## src/rtl/bshift_pkg.sv

```systemverilog
package bshift_pkg;
  localparam logic [5:0] OPC_BS_REG = 6'o21;
  localparam logic [5:0] OPC_BS_IMM = 6'o31;
  localparam int FUNC_W  = 11;
  localparam int KIND_LO = 9;

  typedef enum logic [1:0] {
    SH_RIGHT_LOG = 2'd0,
    SH_RIGHT_ARI = 2'd1,
    SH_LEFT_LOG  = 2'd2,
    SH_RESERVED  = 2'd3
  } sh_kind_e;
endpackage

```

## src/rtl/bshift_decode.sv

```systemverilog
module bshift_decode
  import bshift_pkg::*;
#(
  parameter bit ENABLE = 1'b1
) (
  input  logic [5:0]        opcode_i,
  input  logic [FUNC_W-1:0] func_i,
  output sh_kind_e          kind_o,
  output logic              go_o,
  output logic              illegal_o
);
  logic is_bs;
  sh_kind_e kind;

  always_comb begin
    is_bs = (opcode_i == OPC_BS_REG) || (opcode_i == OPC_BS_IMM);
    kind  = sh_kind_e'(func_i[KIND_LO+1:KIND_LO]);
    kind_o = kind;
    if (ENABLE) begin
      go_o      = is_bs && (kind != SH_RESERVED);
      illegal_o = is_bs && (kind == SH_RESERVED);
    end else begin
      go_o      = 1'b0;
      illegal_o = is_bs;
    end
  end

  always_comb begin
    assert_go_illegal_excl_R6: assert (!(go_o && illegal_o))
      else $error("go and illegal both high");
  end
endmodule

```

## src/rtl/bshift_core.sv

```systemverilog
module bshift_core #(
  parameter int DATA_W = 32,
  localparam int SH_W  = $clog2(DATA_W)
) (
  input  logic [DATA_W-1:0] data_i,
  input  logic [SH_W-1:0]   amt_i,
  input  logic              left_i,
  input  logic              arith_i,
  output logic [DATA_W-1:0] data_o
);
  logic [DATA_W-1:0] rev_in;
  logic [DATA_W-1:0] rev_out;
  logic [DATA_W-1:0] stage_in;
  logic [DATA_W-1:0] stg [SH_W+1];
  logic              fill;

  // left shift reuses the right-shift network on bit-reversed data
  for (genvar b = 0; b < DATA_W; b++) begin : g_rev
    assign rev_in[b]  = data_i[DATA_W-1-b];
    assign rev_out[b] = stg[SH_W][DATA_W-1-b];
  end

  assign stage_in = left_i ? rev_in : data_i;
  assign fill     = arith_i & ~left_i & data_i[DATA_W-1];
  assign stg[0]   = stage_in;

  for (genvar k = 0; k < SH_W; k++) begin : g_stage
    localparam int STEP = 1 << k;
    assign stg[k+1] = amt_i[k] ? {{STEP{fill}}, stg[k][DATA_W-1:STEP]} : stg[k];
  end

  assign data_o = left_i ? rev_out : stg[SH_W];

  always_comb begin
    assert_zero_amt_pass_R7: assert (amt_i != '0 || data_o == data_i)
      else $error("zero shift altered data");
    assert_arith_fill_R4: assert (!(arith_i && !left_i && amt_i != '0)
                                  || data_o[DATA_W-1] == data_i[DATA_W-1])
      else $error("arithmetic fill wrong");
  end
endmodule

```

## src/rtl/bshift_unit.sv

```systemverilog
module bshift_unit
  import bshift_pkg::*;
#(
  parameter int DATA_W   = 32,
  parameter bit ENABLE   = 1'b1,
  localparam int SH_W    = $clog2(DATA_W)
) (
  input  logic [5:0]        opcode_i,
  input  logic [10:0]       func_i,
  input  logic [DATA_W-1:0] opa_i,
  input  logic [DATA_W-1:0] opb_i,
  output logic [DATA_W-1:0] result_o,
  output logic              valid_o,
  output logic              illegal_o
);
  sh_kind_e kind;
  logic     go;

  bshift_decode #(.ENABLE(ENABLE)) u_dec (
    .opcode_i (opcode_i),
    .func_i   (func_i),
    .kind_o   (kind),
    .go_o     (go),
    .illegal_o(illegal_o)
  );

  if (ENABLE) begin : g_on
    logic [DATA_W-1:0] shifted;
    bshift_core #(.DATA_W(DATA_W)) u_core (
      .data_i (opa_i),
      .amt_i  (opb_i[SH_W-1:0]),
      .left_i (kind == SH_LEFT_LOG),
      .arith_i(kind == SH_RIGHT_ARI),
      .data_o (shifted)
    );
    assign result_o = go ? shifted : '0;
  end else begin : g_off
    logic unused_b;
    assign unused_b = ^{opa_i, opb_i, kind};
    assign result_o = '0;
  end

  assign valid_o = go;

  always_comb begin
    assert_idle_zero_R8: assert (valid_o || result_o == '0)
      else $error("result nonzero while not valid");
    assert_disabled_never_valid_R10: assert (ENABLE || !valid_o)
      else $error("valid with shifter absent");
    assert_nonshift_quiet_R8: assert (opcode_i == OPC_BS_REG || opcode_i == OPC_BS_IMM
                                      || (!valid_o && !illegal_o))
      else $error("non-shift opcode flagged");
  end
endmodule

```

## config.mk

```make
export PLATFORM = sky130hd
export DESIGN_NAME = bshift_unit
export DESIGN_NICKNAME = d
export VERILOG_FILES = /design/src/rtl/bshift_pkg.sv /design/src/rtl/bshift_decode.sv /design/src/rtl/bshift_core.sv /design/src/rtl/bshift_unit.sv
export SDC_FILE = /design/constraint.sdc
export NUM_CORES = 1
export LEC_CHECK = 0
export BUFFER_PORTS_ARGS = -buffer_cell sky130_fd_sc_hd__clkbuf_2
export CAP_MARGIN = 20
export CELL_PAD_IN_SITES_DETAIL_PLACEMENT = 0
export CELL_PAD_IN_SITES_GLOBAL_PLACEMENT = 1
export CORE_MARGIN = 1.5
export CORE_UTILIZATION = 25
export DETAILED_ROUTE_END_ITERATION = 12
export PLACE_DENSITY = 0.69
export SYNTH_ARGS = -nofsm -noshare
export SYNTH_HDL_FRONTEND = slang
export SYNTH_SLANG_ARGS = --single-unit
```

## constraint.sdc

```tcl
create_clock -name vclk -period 3.7
set_input_delay 0.74 -clock vclk [all_inputs]
set_output_delay 0.74 -clock vclk [all_outputs]
set_load 0.1 [all_outputs]
```

* Word level (Yosys, flattened, before mapping)
Index checks and enable logic that the tools add are counted.
** Storage, ports and cells
- Bits of input ports :: 81
- Output and inout port bits :: 34
- Register bits after elaboration :: 0
- Word-level logic and storage cells :: 20
** Operators by class
- Equality and inequality tests :: 6
- Multiplexer cells :: 8
- Bitwise operators :: 3
- Reduce and logical (&&, ||, !) cells :: 3
** Operators with widths (number)
- $mux W32 :: 8
- $eq A6 B5 Y1 const B :: 2
- $eq A2 B2 Y1 const B :: 2
- $and A1 B1 Y1 :: 2
- $eq A2 B1 Y1 const B :: 1
- $logic_and A1 B1 Y1 :: 2
- $ne A2 B2 Y1 const B :: 1
- $logic_or A1 B1 Y1 :: 1
- $not A1 Y1 :: 1

* Depth between registers and ports, before layout
Gate-level depths: netlist of the first run.
- Depth in word-level cells :: 11
- Gate-level depth with buffers :: 10
- Mapped depth without buffers :: 7

* Cells and area by module
Synthesis of the first run repeated with hierarchy kept, for this count alone.
** Unflattened totals
- Cells, all modules :: 504
- Area, all modules :: 3928.8 um^2
** Modules (own cells, without submodules)
- bshift_core :: area an instance 3594.7 um^2, times used 1, cells an instance 461
- bshift_unit :: area an instance 267.8 um^2, times used 1, cells an instance 37
- bshift_decode :: area an instance 66.3 um^2, times used 1, cells an instance 6

* Worst setup path after synthesis of the first run
Ideal clock, no wire load.
- Path type :: input-to-output
- Start point :: input opcode_i[5]
- End point :: output result_o[7]
- Path buffers :: 0
- Data arrival time :: 5.511 ns
- Stages :: 5
- Slack :: -2.551 ns
- Data required time :: 2.960 ns
- Path through :: nor4b_1 > nand2_1 > a21oi_1 > nand2_1 > o31ai_1
** On the way
- Cells in the longest elaborated chain, start to end :: 4
- Elaborated cells between the ends (all ways) :: 5
- Those cells by class :: eq/ne: 2; mux: 1; reduce/logical: 2
** RTL lines
- from (decl) :: RTL line bshift_unit.sv:8 : input logic [5:0] opcode_i,
- $eq A6 B5 Y1 :: RTL line bshift_decode.sv:16 : is_bs = (opcode_i == OPC_BS_REG) || (opcode_i == OPC_BS_IMM);
- $logic_or A1 B1 Y1 (*) :: RTL line bshift_decode.sv:16
- $logic_and A1 B1 Y1 (*) :: RTL line bshift_decode.sv:20 : go_o = is_bs && (kind != SH_RESERVED);
- net valid_o :: RTL line bshift_unit.sv:13 : output logic valid_o,
- $mux W32 (*) :: RTL line bshift_unit.sv:36 : assign result_o = go ? shifted : '0;
- to (decl) :: RTL line bshift_unit.sv:12 : output logic [DATA_W-1:0] result_o,
Mark *: on every way through the listed nets, which the timed path passes. The rest lies on a longest branch.

* Worst setup path in the final report of the first run
- Start point :: input func_i[10]
- End point :: output result_o[9]
** On the way
- Cells in the longest elaborated chain, start to end :: 11
- Elaborated cells between the ends (all ways) :: 15
- Those cells by class :: eq/ne: 3; mux: 8; bitwise: 3; reduce/logical: 1
** RTL lines
- from (decl) :: RTL line bshift_unit.sv:9 : input logic [10:0] func_i,
- $eq A2 B2 Y1 :: RTL line bshift_unit.sv:32 : .left_i (kind == SH_LEFT_LOG),
- $not A1 Y1 :: RTL line bshift_core.sv:24 : assign fill = arith_i & ~left_i & data_i[DATA_W-1];
- $and A1 B1 Y1 (2 in series) :: RTL line bshift_core.sv:24
- $mux W32 (5 in series) :: RTL line bshift_core.sv:29 : assign stg[k+1] = amt_i[k] ? {{STEP{fill}}, stg[k][DATA_W-1:STEP]} : stg[k];
- $mux W32 :: RTL line bshift_core.sv:32 : assign data_o = left_i ? rev_out : stg[SH_W];
- $mux W32 (*) :: RTL line bshift_unit.sv:36
Mark *: on every way between the ends. The rest lies on a longest branch, timed or not.

==> impl_metrics.ini, run 1 <==
[status]
status = finished with violations
violations = negative setup slack

[sta]
setup_viol = 17
hold_viol = 0
worst_slew_pin_slew_ns = 0.684
fin_crit_ns = 3.85
rsz0062_at_grt = yes
max_freq_ghz = 0.259
period_share_pct = 104
slew_viol_final = 0
max_slew_margin_pct = 54.2
fin_ws_ns = -0.155

[synth]
synth_warnings = 0
syn_inst = 350
synth_top_area_share_pct = 27.1
syn_area_sq_um = 2740
synth_cell_types = 59
syn_nets = 431
postSynthAreaPerCell_sq_um = 7.83
synth_seq_area_share_pct = 0
yosys-top-cells-area = mux4_2 (27%), mux2i_1 (9.5%), nand2_1 (5.6%)
synth_area_leader_cell = mux4_2

[drt]
vias_per_cell = 6.06
wl_per_cell_microns = 20.3
first_pass_iters = 5
drt_iter0_markers = 318
ant_nets = 0
vias = 3728
drc = 0
wl_microns = 12500

[global_routing]
first_global_vias = 3578
grt_max_degree = 25
overflow = 0
grt_first_pass_wirelength_microns = 19600
antenna_found_initial = 0
grt_use_total_pct = 21.2

[final_layout]
clock_buffers = 0
layout-drive-gt1-share_pct = 61.3
seq_cell_count = 0
fin_util_pct = 46.2
num-nets-final = 558
area_growth_pct = 81.4
final-seq-area_sq_um = 0
multi_input_area_sq_um = 3190
diodes = 0
fill_cells = 1051

[placed_design]
io_buffers = 78
globalplace.congestion = 0.989
dp_hpwl_microns = 9910

[power]
p_switching_uw = 387
comb_power_share_pct = 100.0
power_frac_seq_pct = 0
p_int_uw = 330
power_density_nw_per_um2 = 144
sw_frac_of_total_pct = 53.9
clock_power_share_pct = 0
leakagePower_uw = 0.00184
total_power_uw = 717
ir_drop_v = 0.0000713

[die]
fp.dieH_microns = 108
die_w_microns = 108
pin_count = 115
initial_core_util_pct = 25.5
core_area_sq_um = 10700
rows = 38
dieArea_sq_um = 11600

[worst_setup_path]
critPathMaxFanout = 5
arrival_ns = 3.11
startpoint_type = primary input
critPathKind = in -> out
cp-end-kind = output pin
required_ns = 2.96

[run]
maxCapViolations = 0

[worst_hold_path]
hold_class = in -> out

[clocking]
cts_hold_buf = 0
[critical path: stages]
cell	delay (ns)
buf_8	0.08
nor2b_4	0.22
buf_12	0.15
mux4_2	0.55
mux4_2	0.55
a221oi_2	0.35
buf_4	0.20
o22ai_4	0.07
buf_12	0.19
[cells in the mapped netlist, drive strengths merged, types with 3 or more instances]
master	instances
o22ai	24
nand3b	3
o221ai	3
o211ai	10
a21oi	14
a211oi	3
and2	4
inv	10
clkbuf	21
a31oi	3
nand3	10
mux2	9
o21ai	18
nor3	5
a32oi	3
nor2	37
nor4	3
mux4	34
o31ai	3
nand2	41
a22o	4
nand4	3
a31o	3
mux2i	27
buf	15
a221oi	6
o21a	4
[layer usage]
metal	vias up	part of all wire [%]	global-route usage, %
li1	1669	-	-
met1	1868	42	29.5
met2	167	49	36.5
met3	24	6.1	0.908
met4	0	2.4	4.14
met5	-	0	0
[cells by family after synthesis]
logic type,count (synthesis),share of synthesized area (%)
AO/OA/AOI/OAI,117,30.2
AND/OR/NAND/NOR,114,18.9
multiplexers,70,41.8
buffers and inverters,46,8.09
adder cells (fa/ha/maj),2,0.731
XOR/XNOR,1,0.320
[per-stage QoR]
| step | setup TNS [ns] | instances | hold slack (ns) | instance area, sq um | setup WS (ns) |
|---|---|---|---|---|---|
| 2_1_floorplan | -2.14 | 350 | 1.87 | 3130 | -0.593 |
| 4_1_cts | -2.01 | 615 | 2.03 | 4830 | -0.146 |
| 3_3_place_gp | -1.58 | 610 | 2.04 | 4580 | -0.150 |
| 5_1_grt | -2.56 | 615 | 2.06 | 4970 | -0.179 |
| 3_5_place_dp | -1.87 | 610 | 2.04 | 4580 | -0.199 |
| 6_report | -1.00 | 615 | 2.02 | 4970 | -0.155 |
[cells in the final DEF, fill, tap and decap left out, types with 7 or more instances in the layout]
| cell type | instances |
|---|---|
| buf_4 | 76 |
| clkbuf_2 | 44 |
| nand2_1 | 37 |
| buf_12 | 35 |
| nor2_1 | 34 |
| mux4_2 | 33 |
| o22ai_4 | 18 |
| a21oi_1 | 12 |
| mux2i_2 | 11 |
| mux2i_1 | 10 |
| o211ai_1 | 10 |
| nand3_1 | 10 |
| inv_1 | 9 |
| o21ai_0 | 7 |
| mux2_2 | 7 |
[power by group through the flow]
| stage | Sequential [uW] | Clock (uW) | Combinational (uW) |
|---|---|---|---|
| floorplan | 0 | 0 | 379 |
| global placement | 0 | 0 | 611 |
| detailed placement | 0 | 0 | 617 |
| CTS | 0 | 0 | 668 |
| global route | 0 | 0 | 754 |
| finish | 0 | 0 | 717 |
[timing repair]
item / in CTS / in global routing
pin swaps: 16 / 11
resized for setup: 38 / 29
buffers inserted: 6 / 1
gates cloned: 1 / 0
setup endpoints to repair: 31 / 32
[final timing paths]
| kind | from | cells after the start | slack, ns | to |
|---|---|---|---|---|
| worst max-delay path | func_i[10] | 9 | -0.15 | result_o[9] |
| worst min-delay path | opb_i[3] | 4 | 2.02 | result_o[3] |
[final cells by class]
type | instances | area share (%)
repair buffers | 161 | 31.5
multi-input cells | 304 | 64.2
inverters | 10 | 0.756
well taps | 140 | 3.53
Power figures use the tool's default switching activity.
==> inputs of run 2 (changes only) <==
==> constraint.sdc (replaced) <==
create_clock -name vclk -period 3.7
set_input_delay 0.185 -clock vclk [all_inputs]
set_output_delay 0.185 -clock vclk [all_outputs]
set_load 0.1 [all_outputs]
==> impl_metrics.ini, run 2 (synthesis gave the netlist of run 1 again) <==
[power]
sw_frac_of_total_pct = 60.2
leakagePower_uw = 0.00138
p_int_uw = 193
power_frac_seq_pct = 0
clock_power_share_pct = 0
ir_drop_v = 0.0000636
comb_power_share_pct = 100.0
power_density_nw_per_um2 = 138
p_switching_uw = 291

[run]
maxCapViolations = 0

[worst_setup_path]
critPathKind = in -> out
cpPeakStageDelay_ns = 0.64
required_ns = 3.51
cp-end-kind = output pin
path_cells = clkbuf_2 > nor2b_2 > buf_4 > mux4_2 > mux2i_1 > mux2i_1 > a22oi_1 > o211ai_1 > o211a_1 > clkbuf_2
startpoint_type = primary input
critPathSlowestCell = mux4_2
critPathMaxFanout = 20
arrival_ns = 2.84

[final_layout]
final_common_cell = clkbuf_2
num-nets-final = 493
final_cell_mix = clkbuf_2 (63), nand2_1 (41), nor2_1 (37)
final-seq-area_sq_um = 0
area_growth_pct = 28.1
seq_cell_count = 0
clock_buffers = 0
final_area_sq_um = 3510
diodes = 0
fin_cells = 550
layout-drive-gt1-share_pct = 37.1

[placed_design]
place_inst = 550
dp_hpwl_microns = 9040
io_buffers = 78
globalplace.congestion = 0.925
placed_area_sq_um = 3510

[sta]
period_share_pct = 81.7
max_freq_ghz = 0.331
slew_viol_final = 0
worst_slew_pin_slew_ns = 0.665
max_slew_margin_pct = 55.2
hold_viol = 0
fin_crit_ns = 3.02
rsz0062_at_grt = no
setup_viol = 0

[drt]
ant_nets = 0
vias_per_cell = 6.13
drc = 0
wl_microns = 11200
drt_iter0_markers = 320
vias = 3370
first_pass_iters = 5
wl_per_cell_microns = 20.3

[global_routing]
grt_max_degree = 32
grt_first_pass_wirelength_microns = 17700
first_global_vias = 3133
antenna_found_initial = 0
grt_use_total_pct = 19.1
overflow = 0

[clocking]
cts_hold_buf = 0
cts-resized-gates = 0
postCtsSetupBuffers = 0

[die]
die_w_microns = 108
core_area_sq_um = 10700
pin_count = 115
rows = 38
dieArea_sq_um = 11600
initial_core_util_pct = 25.5
fp.dieH_microns = 108

[worst_hold_path]
hold_class = in -> out

[status]
status = completed
## run 2: cell count changes in the layout (fill, tap and decap cells not counted), moves of 6 or more
| cell | previous run | this run |
|---|---|---|
| o22ai_4 | 18 | 0 |
| mux2i_2 | 11 | 1 |
| mux2i_1 | 10 | 26 |
| buf_4 | 76 | 18 |
| o22ai_1 | 4 | 22 |
| buf_12 | 35 | 15 |
| clkbuf_2 | 44 | 63 |
| mux2i_4 | 6 | 0 |
## run 2: cell type report
class              instances  area, sq um
well taps                140          175
multi-input cells        304         2550
repair buffers            96          751
inverters                 10         37.5
fillers                 1175         7240
## run 2: worst max-delay path, delay by kind of cell
family                 cells  cell delay (ns)
and+or+nand+nor            1             0.10
AOI/OAI and AO/OA          3             0.62
buffers and inverters      3             0.78
muxes                      3             1.13
## run 2: power groups by stage
stage	Clock, uW	Sequential [uW]	Combinational (uW)
3_3_place_gp	0	0	471
2_1_floorplan	0	0	336
4_1_cts	0	0	476
5_1_grt	0	0	518
3_5_place_dp	0	0	475
6_report	0	0	484
## run 2: final timing paths
| kind | start | end | slack [ns] | depth (start not counted) |
|---|---|---|---|---|
| setup / recovery | func_i[9] | result_o[8] | 0.68 | 10 |
| hold / removal | opcode_i[4] | result_o[1] | 0.92 | 4 |
## run 2: stage by stage
step | power [uW] | hold slack [ns] | setup slack, ns | utilization, % | TNS (ns)
4_1_cts | 476 | 0.918 | 0.693 | 32.7 | 0
3_3_place_gp | 471 | 0.919 | 0.723 | 32.7 | 0
3_5_place_dp | 475 | 0.916 | 0.699 | 32.7 | 0
6_report | 484 | 0.916 | 0.679 | 32.7 | 0
5_1_grt | 518 | 0.952 | 0.509 | 32.7 | 0
2_1_floorplan | 336 | 0.731 | -0.120 | - | -1.34
## run 2: routing by layer
layer	track usage (%)	vias to the layer above	share of wire (%)
met5	0	-	0
met4	3.48	0	2.0
met3	1.45	16	7.5
met2	31.9	182	48
met1	27.2	1635	43
li1	-	1537	-
==> inputs of run 3 (changes only) <==
- ABC_AREA: default -> 1
- PLACE_DENSITY: 0.69 -> 0.78
- clock period: 3.7 -> 2.6 ns (I/O delays scaled with it)
==> impl_metrics.ini, run 3 <==
[final_layout]
final_cell_mix = nand3_1 (305), nand2_1 (235), clkbuf_2 (46)
clock_buffers = 0
fin_util_pct = 34.3
area_growth_pct = 31.9
final_common_cell = nand3_1
layout-drive-gt1-share_pct = 16.1
num-nets-final = 836
fin_cells = 921
diodes = 0
final-seq-area_sq_um = 0
seq_cell_count = 0
fill_cells = 1400
multi_input_area_sq_um = 2800

[power]
sw_frac_of_total_pct = 67.8
ir_drop_v = 0.000113
power_density_nw_per_um2 = 178
total_power_uw = 744
clock_power_share_pct = 0
p_int_uw = 239
p_switching_uw = 505
comb_power_share_pct = 100.0
power_frac_seq_pct = 0
leakagePower_uw = 0.00214

[synth]
synth_top_area_share_pct = 48.3
synth_warnings = 0
synth_common_cells = nand3_1 (305), nand2_1 (235), nor2_1 (53), inv_1 (37), buf_1 (19)
postSynthAreaPerCell_sq_um = 4.42
yosys-top-cells-area = nand3_1 (48%), nand2_1 (28%), nor2_1 (6.3%)
synthXorXnorAreaFrac_pct = 0
synth_top_family_by_area = simple AND/OR/NAND/NOR gates
synth_most_common_cell = nand3_1
synthMuxAreaShare_pct = 0
syn_area_sq_um = 3160
synth_area_leader_cell = nand3_1
yosys.area_share.simple_pct = 83.9
synth_cell_types = 18
yosys.area_share.adder_pct = 0
syn_nets = 797
synth-compound-area-share_pct = 2.85
syn_inst = 716
synth_seq_area_share_pct = 0

[global_routing]
grt_max_degree = 47
grt_use_total_pct = 18.7
grt_first_pass_wirelength_microns = 20700
overflow = 0
antenna_found_initial = 0
first_global_vias = 4379

[worst_setup_path]
critPathKind = in -> out
path_depth = 16
cp-end-kind = output pin
critPathMostFrequentCell = nand2_1
startpoint_type = primary input
critPathMaxFanout = 46
crit_family = simple AND/OR/NAND/NOR gates
cpPeakStageDelay_ns = 0.35
required_ns = 2.47
critPathSlowestCell = nand2_4
path_cells = clkbuf_2 > inv_2 > nand2_4 > nand2_1 > nand3_1 > nand2_1 > nand2_1 > nand2_1 > nand2_1 > nand3_1 > nand3_1 > nand2_1 > nand2_1 > nand2_1 > nor2_1 > buf_12
arrival_ns = 2.13
cp_num_buf_inv = 3

[placed_design]
globalplace.congestion = 0.925
dp_hpwl_microns = 9690
place_inst = 921
io_buffers = 78

[drt]
vias_per_cell = 5.21
wl_microns = 12500
vias = 4798
drt_iter0_markers = 439
drc = 0
first_pass_iters = 5
wl_per_cell_microns = 13.5
ant_nets = 0

[die]
fp.dieH_microns = 115
die_w_microns = 115
rows = 40
pin_count = 115
initial_core_util_pct = 26.0
core_area_sq_um = 12200
dieArea_sq_um = 13300

[status]
status = completed

[sta]
slew_viol_final = 0
max_slew_margin_pct = 64.1
worst_slew_pin_slew_ns = 0.537
period_share_pct = 86.9
hold_viol = 0
setup_tns_ns = 0
setup_viol = 0
max_freq_ghz = 0.443
fin_crit_ns = 2.26
rsz0062_at_grt = no
fin_hold_ws_ns = 0.871

[worst_hold_path]
hold_class = in -> out
whs_path_depth = 4
hold_path_startpoint = opcode_i[0]
hold_path_end = illegal_o

[clocking]
postCtsSetupBuffers = 0
cts_hold_buf = 0
cts-resized-gates = 0

[run]
maxCapViolations = 0
==> run 3: changes by cell type in the layout (fill, tap and decap cells not counted), moves of 18 or more <==
cell / previous run / this run
inv_1: 9 / 37
nand2_1: 41 / 235
nor2_2: 0 / 22
mux2i_1: 26 / 0
buf_12: 15 / 33
nand3_1: 10 / 305
o22ai_1: 22 / 0
mux4_2: 33 / 0
==> run 3: layout make-up <==
cell class | instances | share of cell area, %
multi-input combinational | 617 | 67.1
inverter | 42 | 3.84
timing repair buffer | 94 | 24.1
tap | 168 | 5.04
==> run 3: tightest hold or removal path, cell delays in order <==
cell,delay (ns)
clkbuf_2,0.08
nand4_1,0.12
nor3_1,0.05
clkbuf_2,0.36
==> run 3: worst max-delay path by stage <==
stage,startpoint,endpoint,slack (ns)
final,func_i[9],result_o[8],0.34
after global routing,func_i[9],result_o[10],0.09
after CTS,func_i[9],result_o[8],0.35
after detailed placement,func_i[9],result_o[8],0.36
after global placement,func_i[9],result_o[8],0.36
after floorplan,func_i[10],result_o[2],0.0008
==> run 3: logic make-up after synthesis <==
family / after synthesis
compound gates: 18
buf+inv: 99
simple gates: 599
==> run 3: power groups by stage <==
stage          logic (uW)  clock network, uW  registers (uW)
2_1_floorplan         542                  0               0
3_3_place_gp          733                  0               0
3_5_place_dp          737                  0               0
4_1_cts               739                  0               0
5_1_grt               839                  0               0
6_report              744                  0               0
==> run 3: stage by stage <==
| step | setup slack [ns] | instance area (sq um) |
|---|---|---|
| final | 0.342 | 4170 |
| after global routing | 0.0924 | 4170 |
| after CTS | 0.353 | 4170 |
| after detailed placement | 0.360 | 4170 |
| after global placement | 0.363 | 4170 |
| after floorplan | 0.000792 | 3210 |
==> run 3: per-layer routing <==
| metal | vias to the layer above | GRT usage [%] | wire length [microns] |
|---|---|---|---|
| met3 | 32 | 0.680 | 507 |
| met2 | 162 | 33.5 | 6130 |
| li1 | 2456 | - | - |
| met4 | 0 | 6.34 | 376 |
| met1 | 2148 | 24.0 | 5460 |
| met5 | - | 0 | 0 |
